### src/rtl/panel_ser_pkg.sv
package panel_ser_pkg;

    localparam int FRAME_LEN  = 7;
    localparam int LANES      = 4;
    localparam int COMP_W     = 8;
    localparam int KEEP_18    = 6;
    localparam int PIX_W      = 3 * COMP_W;
    localparam int WORD_W     = LANES * FRAME_LEN;
    localparam int SLOT_W     = $clog2(FRAME_LEN);
    localparam logic [FRAME_LEN-1:0] CLK_PATTERN = 7'b1100011;

    typedef logic [FRAME_LEN-1:0] lane_frame_t;
    typedef logic [WORD_W-1:0]    frame_word_t;

    typedef enum logic {
        DEPTH_18 = 1'b0,
        DEPTH_24 = 1'b1
    } depth_e;

    typedef struct packed {
        logic [COMP_W-1:0] r;
        logic [COMP_W-1:0] g;
        logic [COMP_W-1:0] b;
    } rgb_t;

    typedef struct packed {
        logic hs;
        logic vs;
        logic de;
    } sync_t;

    function automatic frame_word_t pack_frame(rgb_t px, sync_t s, depth_e d);
        frame_word_t w;
        if (d == DEPTH_24) begin
            w = {px.r, px.g, px.b, s.hs, s.vs, s.de, 1'b0};
        end else begin
            w = {px.r[COMP_W-1 -: KEEP_18], px.g[COMP_W-1 -: KEEP_18],
                 px.b[COMP_W-1 -: KEEP_18], s.hs, s.vs, s.de,
                 {(WORD_W - 3*KEEP_18 - 3){1'b0}}};
        end
        return w;
    endfunction

    function automatic lane_frame_t lane_slice(frame_word_t w, int k);
        return w[(LANES-1-k)*FRAME_LEN +: FRAME_LEN];
    endfunction

endpackage

### src/rtl/ser_slot_ctr.sv
module ser_slot_ctr #(
    parameter int SLOTS  = 7,
    localparam int CNT_W = $clog2(SLOTS)
) (
    input  logic             clk,
    input  logic             rst,
    input  logic             ce,
    output logic [CNT_W-1:0] slot,
    output logic             first
);
    localparam logic [CNT_W-1:0] LAST = CNT_W'(SLOTS - 1);

    always_ff @(posedge clk) begin
        if (rst) begin
            slot <= '0;
        end else if (ce) begin
            slot <= (slot == LAST) ? '0 : slot + 1'b1;
        end
    end

    assign first = (slot == '0);
endmodule

### src/rtl/ser_lane_shift.sv
module ser_lane_shift #(
    parameter int W = 7
) (
    input  logic         clk,
    input  logic         rst,
    input  logic         ce,
    input  logic         load,
    input  logic [W-1:0] din,
    output logic         q
);
    logic [W-1:0] sh;

    always_ff @(posedge clk) begin
        if (rst) begin
            sh <= '0;
            q  <= 1'b0;
        end else if (ce) begin
            if (load) begin
                q  <= din[W-1];
                sh <= {din[W-2:0], 1'b0};
            end else begin
                q  <= sh[W-1];
                sh <= {sh[W-2:0], 1'b0};
            end
        end
    end
endmodule

### src/rtl/ser_channel.sv
module ser_channel
    import panel_ser_pkg::*;
(
    input  logic             clk,
    input  logic             rst,
    input  logic             ce,
    input  logic             first,
    input  logic             en,
    input  rgb_t             px,
    input  sync_t            sync_in,
    input  depth_e           depth,
    output logic [LANES-1:0] lanes,
    output logic             clk_lane
);
    frame_word_t word;
    lane_frame_t clk_frame;

    always_comb begin
        word      = en ? pack_frame(px, sync_in, depth) : '0;
        clk_frame = en ? CLK_PATTERN : '0;
    end

    for (genvar k = 0; k < LANES; k++) begin : g_lane
        ser_lane_shift #(.W(FRAME_LEN)) u_shift (
            .clk  (clk),
            .rst  (rst),
            .ce   (ce),
            .load (first),
            .din  (lane_slice(word, k)),
            .q    (lanes[k])
        );
    end

    ser_lane_shift #(.W(FRAME_LEN)) u_clk_shift (
        .clk  (clk),
        .rst  (rst),
        .ce   (ce),
        .load (first),
        .din  (clk_frame),
        .q    (clk_lane)
    );
endmodule

### src/rtl/panel_serializer.sv
module panel_serializer
    import panel_ser_pkg::*;
(
    input  logic             clk,
    input  logic             rst,
    input  logic             bit_ce,
    input  logic             depth24,
    input  logic             dual_mode,
    input  logic [PIX_W-1:0] pix_even,
    input  logic [PIX_W-1:0] pix_odd,
    input  logic             hsync,
    input  logic             vsync,
    input  logic             de,
    output logic [LANES-1:0] lane_a,
    output logic [LANES-1:0] lane_b,
    output logic             lane_clk_a,
    output logic             lane_clk_b
);
    logic [SLOT_W-1:0] slot;
    logic              first;
    sync_t             sync_bits;
    depth_e            depth;

    assign sync_bits = '{hs: hsync, vs: vsync, de: de};
    assign depth     = depth_e'(depth24);

    ser_slot_ctr #(.SLOTS(FRAME_LEN)) u_slots (
        .clk   (clk),
        .rst   (rst),
        .ce    (bit_ce),
        .slot  (slot),
        .first (first)
    );

    ser_channel u_chan_a (
        .clk      (clk),
        .rst      (rst),
        .ce       (bit_ce),
        .first    (first),
        .en       (1'b1),
        .px       (rgb_t'(pix_even)),
        .sync_in  (sync_bits),
        .depth    (depth),
        .lanes    (lane_a),
        .clk_lane (lane_clk_a)
    );

    ser_channel u_chan_b (
        .clk      (clk),
        .rst      (rst),
        .ce       (bit_ce),
        .first    (first),
        .en       (dual_mode),
        .px       (rgb_t'(pix_odd)),
        .sync_in  (sync_bits),
        .depth    (depth),
        .lanes    (lane_b),
        .clk_lane (lane_clk_b)
    );
endmodule

### config.mk
export PLATFORM = sky130hd
export DESIGN_NAME = panel_serializer
export DESIGN_NICKNAME = d
export VERILOG_FILES = /design/src/rtl/panel_ser_pkg.sv /design/src/rtl/ser_slot_ctr.sv /design/src/rtl/ser_lane_shift.sv /design/src/rtl/ser_channel.sv /design/src/rtl/panel_serializer.sv
export SDC_FILE = /design/constraint.sdc
export NUM_CORES = 1
export LEC_CHECK = 0
export BUFFER_PORTS_ARGS = -buffer_cell sky130_fd_sc_hd__buf_2
export CAP_MARGIN = 10
export CORE_MARGIN = 2
export CORE_UTILIZATION = 48
export DETAILED_ROUTE_END_ITERATION = 6
export GPL_TIMING_DRIVEN = 0
export PLACE_DENSITY = 0.71
export SLEW_MARGIN = 5
export SYNTH_ARGS = -nofsm -noshare
export SYNTH_HDL_FRONTEND = slang
export SYNTH_SLANG_ARGS = --single-unit
export TNS_END_PERCENT = 5
### constraint.sdc
create_clock -name clk -period 1.88 [get_ports clk]
set_clock_uncertainty 0.2 [all_clocks]
set_input_delay 0.094 -clock clk [delete_from_list [all_inputs] [get_ports clk]]
set_output_delay 0.094 -clock clk [all_outputs]
set_load 0.02 [all_outputs]
==> results.md, run 1 <==
- Status: complete, no violations
- Total power: 3.716 mW
- Final core utilization: 0.6883
- First drt pass iteration count: 5
- Power Dens Cells: 799.0 nW/um^2
- Total GRT Usage: 0.2510
- Largest net degree at the start of global routing: 12
- Post-synth cell types: 33
- Worst skew pair latency: 0.35 ns
- Reg2reg start: u_slots.slot[1]$_SDFFE_PP0P_
- Crit path to: u_chan_b.g_lane[3].u_shift.sh[5]$_SDFFE_PP0P_
- Row cnt: 30
- H-tree depth: 3
- Grt ovf: 0
- Critical Path AT: 1.90 ns
- First-pass GRT wire length: 14950 um
- Final worst path period share: 0.9618
- Final Non-Filler Cells: 597
- Max FO, Critical Path: 8
- Syn Std Cell Area: 3321 sq um
- Leak: 1.990 nW
- Relative slew slack: 0.5449
- Area grow syn2layout: 40.05%
- Compound-Gate Fraction of Synth Area: 0.1737
- Worst setup SP type: flip-flop
- RePlAce Congestion: 0.8086
- Vias/cell: 5.529
- YS warnings: 0
- Adder-cell share of the synthesized area: 0
- Max Slew Vio Count: 0
- Simple-Gate Fraction of Synth Area: 0.1948
- Worst Path Class, Setup: reg2reg
- EDFF count, synth: 0
- Sequential area share after synthesis: 0.4280
- DIE AREA: 7599 sq um
- WL per Instance: 15.19 um
- Root Buffer: clkbuf_8
- Worst reg2reg path depth: 4
- DRT antenna net count: 0
- Fmax: 553.1 MHz
- Layout cells sized above 1: 0.2340
- Synth async-reset ratio: 0
- Met1 WL: 4116 um
- Number of port buffers: 62
- End of the worst register-to-register path: u_chan_b.g_lane[3].u_shift.sh[5]$_SDFFE_PP0P_
- Max clock buf depth: 2
- Max cap viols: 0
- Worst setup EP type: flip-flop
- DR vias: 3301
- Layout Nets: 568
- DRC Markers: 0
- CTS Buf Count: 9
- Flop2flop setup slack: 0.07 ns
- Routed wl met3: 457 um
- Most frequent cells in the layout: buf_2 (75), dfxtp_1 (71), dlygate4sd3_1 (67), nand2_1 (46), nor2_1 (36)
- Worst Setup SP: u_slots.slot[1]$_SDFFE_PP0P_
- Initial core utilization: 0.4915
- Placed Cells: 513
- Combinational family with the most area after synthesis: simple AND/OR/NAND/NOR gates
- Final setup fails: 0
- Final wirelength: 9070 um
- Peak supply drop: 0.3868 mV
- Total core area: 6756 sq um
- CTS tree: built
- Sink Count: 71
- # fillers: 534
- Reg clk slew, reported paths: 0.08 ns
- Initial DRC count: 225
- Slew @ Worst Pin: 0.6827 ns
- Initial antenna violation count: 0
- Dominant cells by area after synthesis: dfxtp_1 (43%), mux2i_1 (8.7%), nand2_1 (5.2%)
- Worst hold margin: 0.05602 ns
- HPWL after DPL: 5796 um
- Post-synth top area share: 0.4280
- Yosys top cell by area: dfxtp_1
- Vias in the first global route: 3201
- Seq cells post-synth: 71
- Leading cell type in the layout, fill and taps excluded: buf_2
- Wire length on met2: 4376 um
- Inserted Diodes: 0
- Syn nets: 427
- Worst hold path depth: 4
- Most used DFF post-synth: dfxtp_1
- Syn_area_per_cell: 8.951 sq um
- Max Used Layer: met4
- Hold Vio Cnt, Final: 0
- Post-Synth XOR/XNOR Area: 0
- Die Y-Extent: 87.18 um
- Die Wd: 87.18 um
- RSZ-0062 raised after global routing: true
- Shortest period the worst path allows: 1.808 ns
- Multiplexer area fraction after synthesis: 0.1281
- Syn Inst Count: 371
- Hold/Removal Path Class: in2reg
- Io pins: 66
- CP required: 1.97 ns
## power breakdown
part | internal (mW) | switching, mW | leakage [nW]
Sequential | 1.60 | 0.0468 | 0.582
Combinational | 0.341 | 0.349 | 1.29
Clock | 0.819 | 0.565 | 0.114
Total | 2.76 | 0.961 | 1.99
## cell families (layout without fill, tap and decap cells)
group	Yosys count	in the layout
and+or+nand+nor	134	134
AOI/OAI and AO/OA	78	78
DFF	71	71
buffers and inverters	47	193
muxes	41	41
## registers in the layout, indices dropped and copies added (netlist names)
signal,flops
u_chan_b.u_clk_shift.q,1
u_chan_a.u_clk_shift.sh,6
u_chan_b.g_lane.u_shift.q,4
u_chan_a.g_lane.u_shift.sh,23
u_chan_a.g_lane.u_shift.q,4
u_chan_b.g_lane.u_shift.sh,23
u_chan_b.u_clk_shift.sh,6
u_slots.slot,3
u_chan_a.u_clk_shift.q,1
## cell usage after synthesis, types with 2 or more instances
| library cell | instances |
|---|---|
| a21oi_1 | 9 |
| dfxtp_1 | 71 |
| nand2_1 | 46 |
| nor3b_1 | 12 |
| a311oi_1 | 17 |
| buf_6 | 2 |
| nor2_1 | 36 |
| buf_1 | 2 |
| o21ai_1 | 4 |
| nor2b_1 | 2 |
| mux2_2 | 12 |
| clkbuf_1 | 17 |
| mux2i_1 | 29 |
| a41oi_1 | 12 |
| and3_1 | 6 |
| buf_4 | 11 |
| a32oi_1 | 8 |
| o21ai_0 | 12 |
| a211oi_1 | 6 |
| a221o_1 | 5 |
| nand3_1 | 24 |
| buf_2 | 14 |
| o22ai_1 | 4 |
## through the flow
step                      worst slack, ns  cell area, sq um  setup TNS [ns]
after floorplan                    0.2272              3321               0
after global placement            0.05653              3731               0
after detailed placement          0.05596              3731               0
after CTS                         0.03216              4626               0
after global routing            -0.002035              4651       -0.002035
final                             0.07189              4651               0
## per-layer routing
| layer | vias up | GRT usage |
|---|---|---|
| li1 | 1629 | - |
| met1 | 1548 | 0.3300 |
| met2 | 111 | 0.4157 |
| met3 | 13 | 0.04929 |
| met4 | 0 | 0.07972 |
| met5 | - | 0 |
## worst max-delay path: stages (launching register included)
cell,delay (ns)
dfxtp_1,0.30
buf_2,0.16
nor4b_2,0.55
and3_1,0.36
a221o_1,0.18
## worst min path at each step
stage                                                          endpoint  slack [ns]  startpoint
after CTS                 u_chan_a.g_lane[1].u_shift.sh[2]$_SDFFE_PP0P_        0.06         rst
after global routing      u_chan_a.g_lane[1].u_shift.sh[2]$_SDFFE_PP0P_        0.09         rst
after floorplan               u_chan_b.g_lane[3].u_shift.q$_SDFFE_PP0P_        0.03  pix_odd[2]
after detailed placement  u_chan_b.g_lane[3].u_shift.sh[6]$_SDFFE_PP0P_        0.15  pix_odd[1]
final                     u_chan_a.g_lane[1].u_shift.sh[2]$_SDFFE_PP0P_        0.06         rst
after global placement    u_chan_b.g_lane[3].u_shift.sh[6]$_SDFFE_PP0P_        0.12  pix_odd[1]
## what timing repair did
| action | in CTS | in global routing |
|---|---|---|
| buffers inserted | 0 | 1 |
| hold endpoints to repair | 54 | 0 |
| hold buffers | 67 | 0 |
| setup endpoints to repair | 0 | 27 |
| gates resized for setup | 0 | 3 |
## cell type report
| cell class | count | area, sq um | area share |
|---|---|---|---|
| Timing Repair Buffer | 130 | 988.4 | 0.2125 |
| Clock inverter | 3 | 65.06 | 0.01399 |
| Buffer | 46 | 249.0 | 0.05354 |
| Tap cell | 80 | 100.1 | 0.02152 |
| Inverter | 1 | 3.754 | 0.0008071 |
| Sequential cell | 71 | 1421 | 0.3056 |
| Clock buffer | 13 | 158.9 | 0.03417 |
| Multi-Input combinational cell | 253 | 1664 | 0.3578 |
No activity file was read; power rests on OpenSTA's default activity.
==> run 2, diff against run 1 <==
--- a/config.mk
+++ b/config.mk
@@ -10,8 +10,8 @@
 export CORE_MARGIN = 2
 export CORE_UTILIZATION = 48
 export DETAILED_ROUTE_END_ITERATION = 6
-export GPL_TIMING_DRIVEN = 0
 export PLACE_DENSITY = 0.71
+export SETUP_SLACK_MARGIN = 0.5
 export SLEW_MARGIN = 5
 export SYNTH_ARGS = -nofsm -noshare
 export SYNTH_HDL_FRONTEND = slang
==> run 2 against run 1 <==
Effect of this change: the run now ends with hold timing left; first-iteration DRC count fell by 1.8%; flip-flop and latch count did not move; power rose by 5.4%; critical path type unchanged; largest cell class unchanged; highest routed layer unchanged.
==> results.md, run 2 (same netlist as run 1, synthesis figures left out) <==
- Status: finished with violations
- Failing checks: hold timing
- Worst setup SP type: flip-flop
- CTS tree: built
- DR vias: 3129 (-5.2%)
- Buf/Inv on CP: 3 (+2)
- Final core utilization: 0.6830 (-0.005370)
- Total core area: 6756 sq um (unchanged)
- Slowest cell on crit path: dfxtp_2
- Worst setup EP type: flip-flop
- Max cap viols: 0 (unchanged)
- Multi-input gate area: 1753 sq um (+5.3%)
- Final worst path period share: 0.8702 (-0.09157)
- Kind of cell adding the most delay to the critical path: buffers and inverters
- Max FO, Critical Path: 10 (+2)
- Sink Count: 71 (unchanged)
- First drt pass iteration count: 5 (unchanged)
- Initial antenna violation count: 0 (unchanged)
- Shortest period the worst path allows: 1.636 ns (-0.1722 ns)
- DRC Markers: 0 (unchanged)
- Max Slew Vio Count: 0 (unchanged)
- RePlAce Congestion: 0.7897 (-2.3%)
- Vias/cell: 5.558 (+0.51%)
- Initial core utilization: 0.4915 (unchanged)
- Inserted Diodes: 0 (unchanged)
- Grt ovf: 0 (unchanged)
- Max clock buf depth: 2 (unchanged)
- Hold/Removal Path Class: in2reg
- Leading cell type in the layout, fill and taps excluded: dfxtp_1
- Worst skew pair latency: 0.35 ns (about the same)
- Power Dens Cells: 848.7 nW/um^2 (+6.2%)
- WL per Instance: 15.52 um (+2.1%)
- Most used cell, CP: buf_6
- Leak: 1.930 nW (-3.0%)
- Final wirelength: 8737 um (-3.7%)
- Crit-path cells: buf_6 > nor3_4 > buf_6 > buf_8 > nand3_1 > a311oi_1
- Layout Nets: 534 (-6.0%)
- Storage element area: 1426 sq um (+0.35%)
- Root Buffer: clkbuf_8
- CP required: 1.94 ns (-0.03 ns)
- HPWL after DPL: 4891 um (-16%)
- Io pins: 66 (unchanged)
- Number of port buffers: 65 (+4.8%)
- CP peak stage delay: 0.33 ns (-0.22 ns)
- Largest net degree at the start of global routing: 52 (+40)
- CTS Buf Count: 9 (unchanged)
- Critical Path AT: 1.70 ns (-0.20 ns)
- RSZ-0062 raised after global routing: true
- First-pass GRT wire length: 13920 um (-6.9%)
- Largest regs: u_chan_a.g_lane.u_shift.sh: 23 flops, u_chan_b.g_lane.u_shift.sh: 23 flops
- Slew @ Worst Pin: 0.7220 ns (+0.03939 ns)
- H-tree depth: 3 (unchanged)
- Layout cells sized above 1: 0.2878 (+0.05374)
- Die Wd: 87.18 um (unchanged)
- Worst hold margin: -0.006036 ns (-0.06205 ns)
- DIE AREA: 7599 sq um (unchanged)
- Hold Vio Cnt, Final: 1 (+1)
- Fmax: 611.3 MHz (+11%)
- # fillers: 544 (+1.9%)
- DRT antenna net count: 0 (unchanged)
- Relative slew slack: 0.5165 (-0.02844)
- Vias in the first global route: 3040 (-5.0%)
- Final setup fails: 0 (unchanged)
- Peak supply drop: 0.4465 mV (+15%)
- Initial DRC count: 221 (-1.8%)
- Reg clk slew, reported paths: 0.08 ns (about the same)
- Die Y-Extent: 87.18 um (unchanged)
- Area grow syn2layout: 38.96%
- Total GRT Usage: 0.2358 (-0.01522)
- Row cnt: 30 (unchanged)
- Most frequent cells in the layout: dfxtp_1 (69), buf_2 (66), dlygate4sd3_1 (51), nand2_1 (46), nor2_1 (36)
- Worst Path Class, Setup: reg2reg
==> run 2: metal layers <==
metal	vias to the layer above	wire length, um	track usage
met5	-	0	0
met4	0	134	0.07972
met3	11	325	0.05782
met2	88	4437	0.4053
met1	1464	3840	0.2883
li1	1566	-	-
==> run 2: cell type report <==
class,count,share of cell area
Tap cell,80,0.02169
Clock buffer,10,0.02766
Sequential cell,71,0.3091
Clock inverter,6,0.02874
Inverter,1,0.0008134
Timing Repair Buffer,141,0.2321
Multi-Input combinational cell,254,0.3799
==> run 2: per-stage QoR <==
stage	cell area (sq um)	cells	worst slack [ns]	TNS, ns	power [mW]
finish	4614	563	0.2441	0	3.916
global route	4614	563	0.1792	0	4.080
CTS	4502	559	0.2576	0	3.880
detailed placement	3659	486	-0.1172	-0.5536	2.194
global placement	3659	486	-0.02090	-0.1020	2.185
floorplan	3362	371	0.2535	0	2.055
==> run 2: report_power, final <==
part	total [mW]	internal, mW	switching [mW]
Clock	1.58	1.01	0.568
Combinational	0.692	0.338	0.354
Sequential	1.64	1.59	0.0471
Total	3.92	2.95	0.970
==> run 2: worst min-delay path, cell delays in order <==
cell	delay, ns
buf_2	0.10
nor2b_2	0.14
nand3_1	0.12
nand2_1	0.04
==> run 2: worst paths after layout <==
kind	startpoint	end	slack (ns)	cells past startpoint
setup / recovery	u_slots.slot[0]$_SDFFE_PP0P_	u_chan_a.g_lane[3].u_shift.sh[6]$_SDFFE_PP0P_	0.24	6
hold / removal	rst	u_chan_a.g_lane[1].u_shift.q$_SDFFE_PP0P_	-0.006	4
setup reg to reg	u_slots.slot[0]$_SDFFE_PP0P_	u_chan_a.g_lane[3].u_shift.sh[6]$_SDFFE_PP0P_	0.24	6
hold reg to reg	u_chan_a.g_lane[1].u_shift.sh[1]$_SDFFE_PP0P_	u_chan_a.g_lane[1].u_shift.sh[1]$_SDFFE_PP0P_	0.26	2
==> run 2: timing repair <==
| item | in CTS | in global routing |
|---|---|---|
| setup buffers | 4 | 3 |
| gates cloned | 2 | 1 |
| hold buffers | 51 | 0 |
| resized for setup | 9 | 19 |
| setup endpoints to repair | 68 | 68 |
| endpoints found under the hold margin | 54 | 0 |
| pin swaps | 4 | 7 |
==> run 3, diff against run 2 <==
--- a/config.mk
+++ b/config.mk
@@ -11,7 +11,6 @@
 export CORE_UTILIZATION = 48
 export DETAILED_ROUTE_END_ITERATION = 6
 export PLACE_DENSITY = 0.71
-export SETUP_SLACK_MARGIN = 0.5
 export SLEW_MARGIN = 5
 export SYNTH_ARGS = -nofsm -noshare
 export SYNTH_HDL_FRONTEND = slang
==> run 3 against run 2 <==
Effect of this change: the flow now finishes without violations; die area stayed put; largest cell class unchanged; power is 12% lower; non-clock buffer count is 9 higher; critical path depth is 1 lower; worst hold slack better by 0.075 ns; highest routed layer unchanged; global-route usage is 0.55 points lower; critical endpoint is now u_chan_b.g_lane[0].u_shift.sh[6]$_SDFFE_PP0P_; combinational power is 3.0% lower; critical path type unchanged; final cell count is 1.2% higher; design area is 1.9% lower; sequential share of layout area is 0.50 points higher; register-to-register slack worse by 0.13 ns; core utilization is 1.3 points lower.
==> results.md, run 3 (same netlist as run 1, synthesis figures left out) <==
- Placed Cells: 490 (+0.82%)
- Worst reg2reg path depth: 5 (-1)
- Cell Area, Placed: 3687 sq um (+0.79%)
- Number of port buffers: 65 (unchanged)
- Largest regs: u_chan_a.g_lane.u_shift.sh: 23 flops, u_chan_b.g_lane.u_shift.sh: 23 flops
- Die Y-Extent: 87.18 um (unchanged)
- Max clock buf depth: 2 (unchanged)
- Crit-path cells: buf_4 > nor3_4 > buf_12 > nand3_1 > a311oi_1
- Worst Path Class, Setup: reg2reg
- Slowest cell on crit path: nor3_4
- Fmax: 566.5 MHz (-7.3%)
- Hold Vio Cnt, Final: 0 (-1)
- Power Dens Cells: 764.9 nW/um^2 (-9.9%)
- CP required: 1.92 ns (-0.02 ns)
- DRT antenna net count: 0 (unchanged)
- Final core utilization: 0.6698 (-0.01315)
- CP peak stage delay: 0.43 ns (+0.10 ns)
- Total GRT Usage: 0.2303 (-0.005475)
- Relative slew slack: 0.2362 (-0.2802)
- Worst setup SP type: flip-flop
- Max FO, Critical Path: 16 (+6)
- Multi-input gate area: 1658 sq um (-5.4%)
- RePlAce Congestion: 0.7817 (-1.0%)
- Largest net degree at the start of global routing: 45 (-13%)
- Grt ovf: 0 (unchanged)
- WL per Instance: 14.78 um (-4.7%)
- Initial core utilization: 0.4915 (unchanged)
- Final setup fails: 0 (unchanged)
- Total core area: 6756 sq um (unchanged)
- Final wirelength: 8426 um (-3.6%)
- Worst slack, placed: 0.01823 ns (+0.1355 ns)
- Reg2reg start: u_slots.slot[0]$_SDFFE_PP0P_
- Critical Path AT: 1.81 ns (+0.11 ns)
- Vias/cell: 5.523 (-0.63%)
- Worst Hold Path EP: u_chan_b.u_clk_shift.sh[6]$_SDFFE_PP0P_
- Leading cell type in the layout, fill and taps excluded: dfxtp_1
- Layout Nets: 542 (+1.5%)
- Flop2flop setup slack: 0.11 ns (-0.13 ns)
- Leak: 1.923 nW (-0.34%)
- Final worst path period share: 0.9390 (+0.06877)
- Layout cells sized above 1: 0.2306 (-0.05717)
- CTS Buf Count: 9 (unchanged)
- Initial DRC count: 157 (-29%)
- Area grow syn2layout: 36.28%
- Inserted Diodes: 0 (unchanged)
- First drt pass iteration count: 4 (-1)
- End of the worst register-to-register path: u_chan_b.g_lane[0].u_shift.sh[6]$_SDFFE_PP0P_
- Most frequent cells in the layout: dfxtp_1 (71), dlygate4sd3_1 (65), buf_2 (65), nand2_1 (46), nor2_1 (36)
- DIE AREA: 7599 sq um (unchanged)
- Setup total negative slack: 0 ns (unchanged)
- Root Buffer: clkbuf_8
- Max Slew Vio Count: 0 (unchanged)
- Storage element area: 1421 sq um (-0.35%)
- Initial antenna violation count: 0 (unchanged)
- Worst setup EP type: flip-flop
- # fillers: 559 (+2.8%)
- Die Wd: 87.18 um (unchanged)
- H-tree depth: 3 (unchanged)
- Row cnt: 30 (unchanged)
- CTS tree: built
- Shortest period the worst path allows: 1.765 ns (+0.1293 ns)
- Hold_sp: bit_ce
- Peak supply drop: 0.3391 mV (-24%)
- Status: complete, no violations
- Slew @ Worst Pin: 1.143 ns (+0.4213 ns)
- HPWL after DPL: 4961 um (+1.4%)
- Max cap viols: 0 (unchanged)
- Worst skew pair latency: 0.34 ns (about the same)
- Non-Filler Cell Area, Final: 4526 sq um (-1.9%)
- Setup ws final: 0.1148 ns (-0.1293 ns)
- DRC Markers: 0 (unchanged)
- DR vias: 3148 (+0.61%)
- First-pass GRT wire length: 13770 um (-1.0%)
- Final Non-Filler Cells: 570 (+1.2%)
- Sink Count: 71 (unchanged)
- Reg clk slew, reported paths: 0.07 ns (about the same)
- Vias in the first global route: 3026 (-0.46%)
- Worst hold path depth: 3 (-1)
- RSZ-0062 raised after global routing: false
- Io pins: 66 (unchanged)
- Hold/Removal Path Class: in2reg
## run 3: where the power goes
part	internal, mW	total (mW)	leakage [nW]	switching, mW
clock network	0.602	1.15	0.0892	0.548
logic	0.336	0.671	1.25	0.335
registers	1.60	1.64	0.582	0.0448
## run 3: stage by stage
stage	hold WS [ns]	power, mW
floorplan	0.03184	2.045
global placement	0.1235	2.203
detailed placement	0.1286	2.214
CTS	0.05378	3.471
global route	0.09114	3.618
finish	0.06943	3.461
## run 3: critical path: cells and delay by family, from the launching register on
kind / cells / cell delay, ns
AO/OA/AOI/OAI: 1 / 0.28
buffers and inverters: 2 / 0.36
flip-flops: 1 / 0.31
AND/OR/NAND/NOR: 2 / 0.52
## run 3: layout make-up
class,count,area share
Multi-Input combinational cell,253,0.3663
Sequential cell,71,0.3141
Timing Repair Buffer,150,0.2571
Clock buffer,11,0.02903
Tap cell,80,0.02212
Clock inverter,4,0.01051
Inverter,1,0.0008294
## run 3: per-layer routing
metal / vias to the layer above / track usage / share of wire
met5: - / 0 / 0
met1: 1476 / 0.2901 / 0.44
met4: 0 / 0.09371 / 0.014
li1: 1575 / - / -
met2: 86 / 0.3921 / 0.51
met3: 11 / 0.03697 / 0.037
## run 3: how the worst max path moves through the flow
stage | start | to | slack, ns | cells past startpoint
after CTS | u_slots.slot[0]$_SDFFE_PP0P_ | u_chan_b.g_lane[1].u_shift.sh[3]$_SDFFE_PP0P_ | 0.06 | 4
final | u_slots.slot[0]$_SDFFE_PP0P_ | u_chan_b.g_lane[0].u_shift.sh[6]$_SDFFE_PP0P_ | 0.11 | 5
after global routing | u_slots.slot[0]$_SDFFE_PP0P_ | u_chan_b.g_lane[0].u_shift.sh[6]$_SDFFE_PP0P_ | 0.02 | 5
after floorplan | u_slots.slot[0]$_SDFFE_PP0P_ | u_chan_b.g_lane[3].u_shift.q$_SDFFE_PP0P_ | 0.23 | 5
after global placement | bit_ce | u_chan_b.g_lane[3].u_shift.sh[3]$_SDFFE_PP0P_ | 0.07 | 4
after detailed placement | bit_ce | u_chan_b.g_lane[3].u_shift.sh[3]$_SDFFE_PP0P_ | 0.02 | 4
## run 3: what timing repair did
action / 4_1_cts / 5_1_grt
endpoints found under the setup margin: 0 / 14
buffers inserted: 0 / 0
hold buffers: 65 / 0
resized for setup: 0 / 1
hold endpoints to repair: 54 / 0
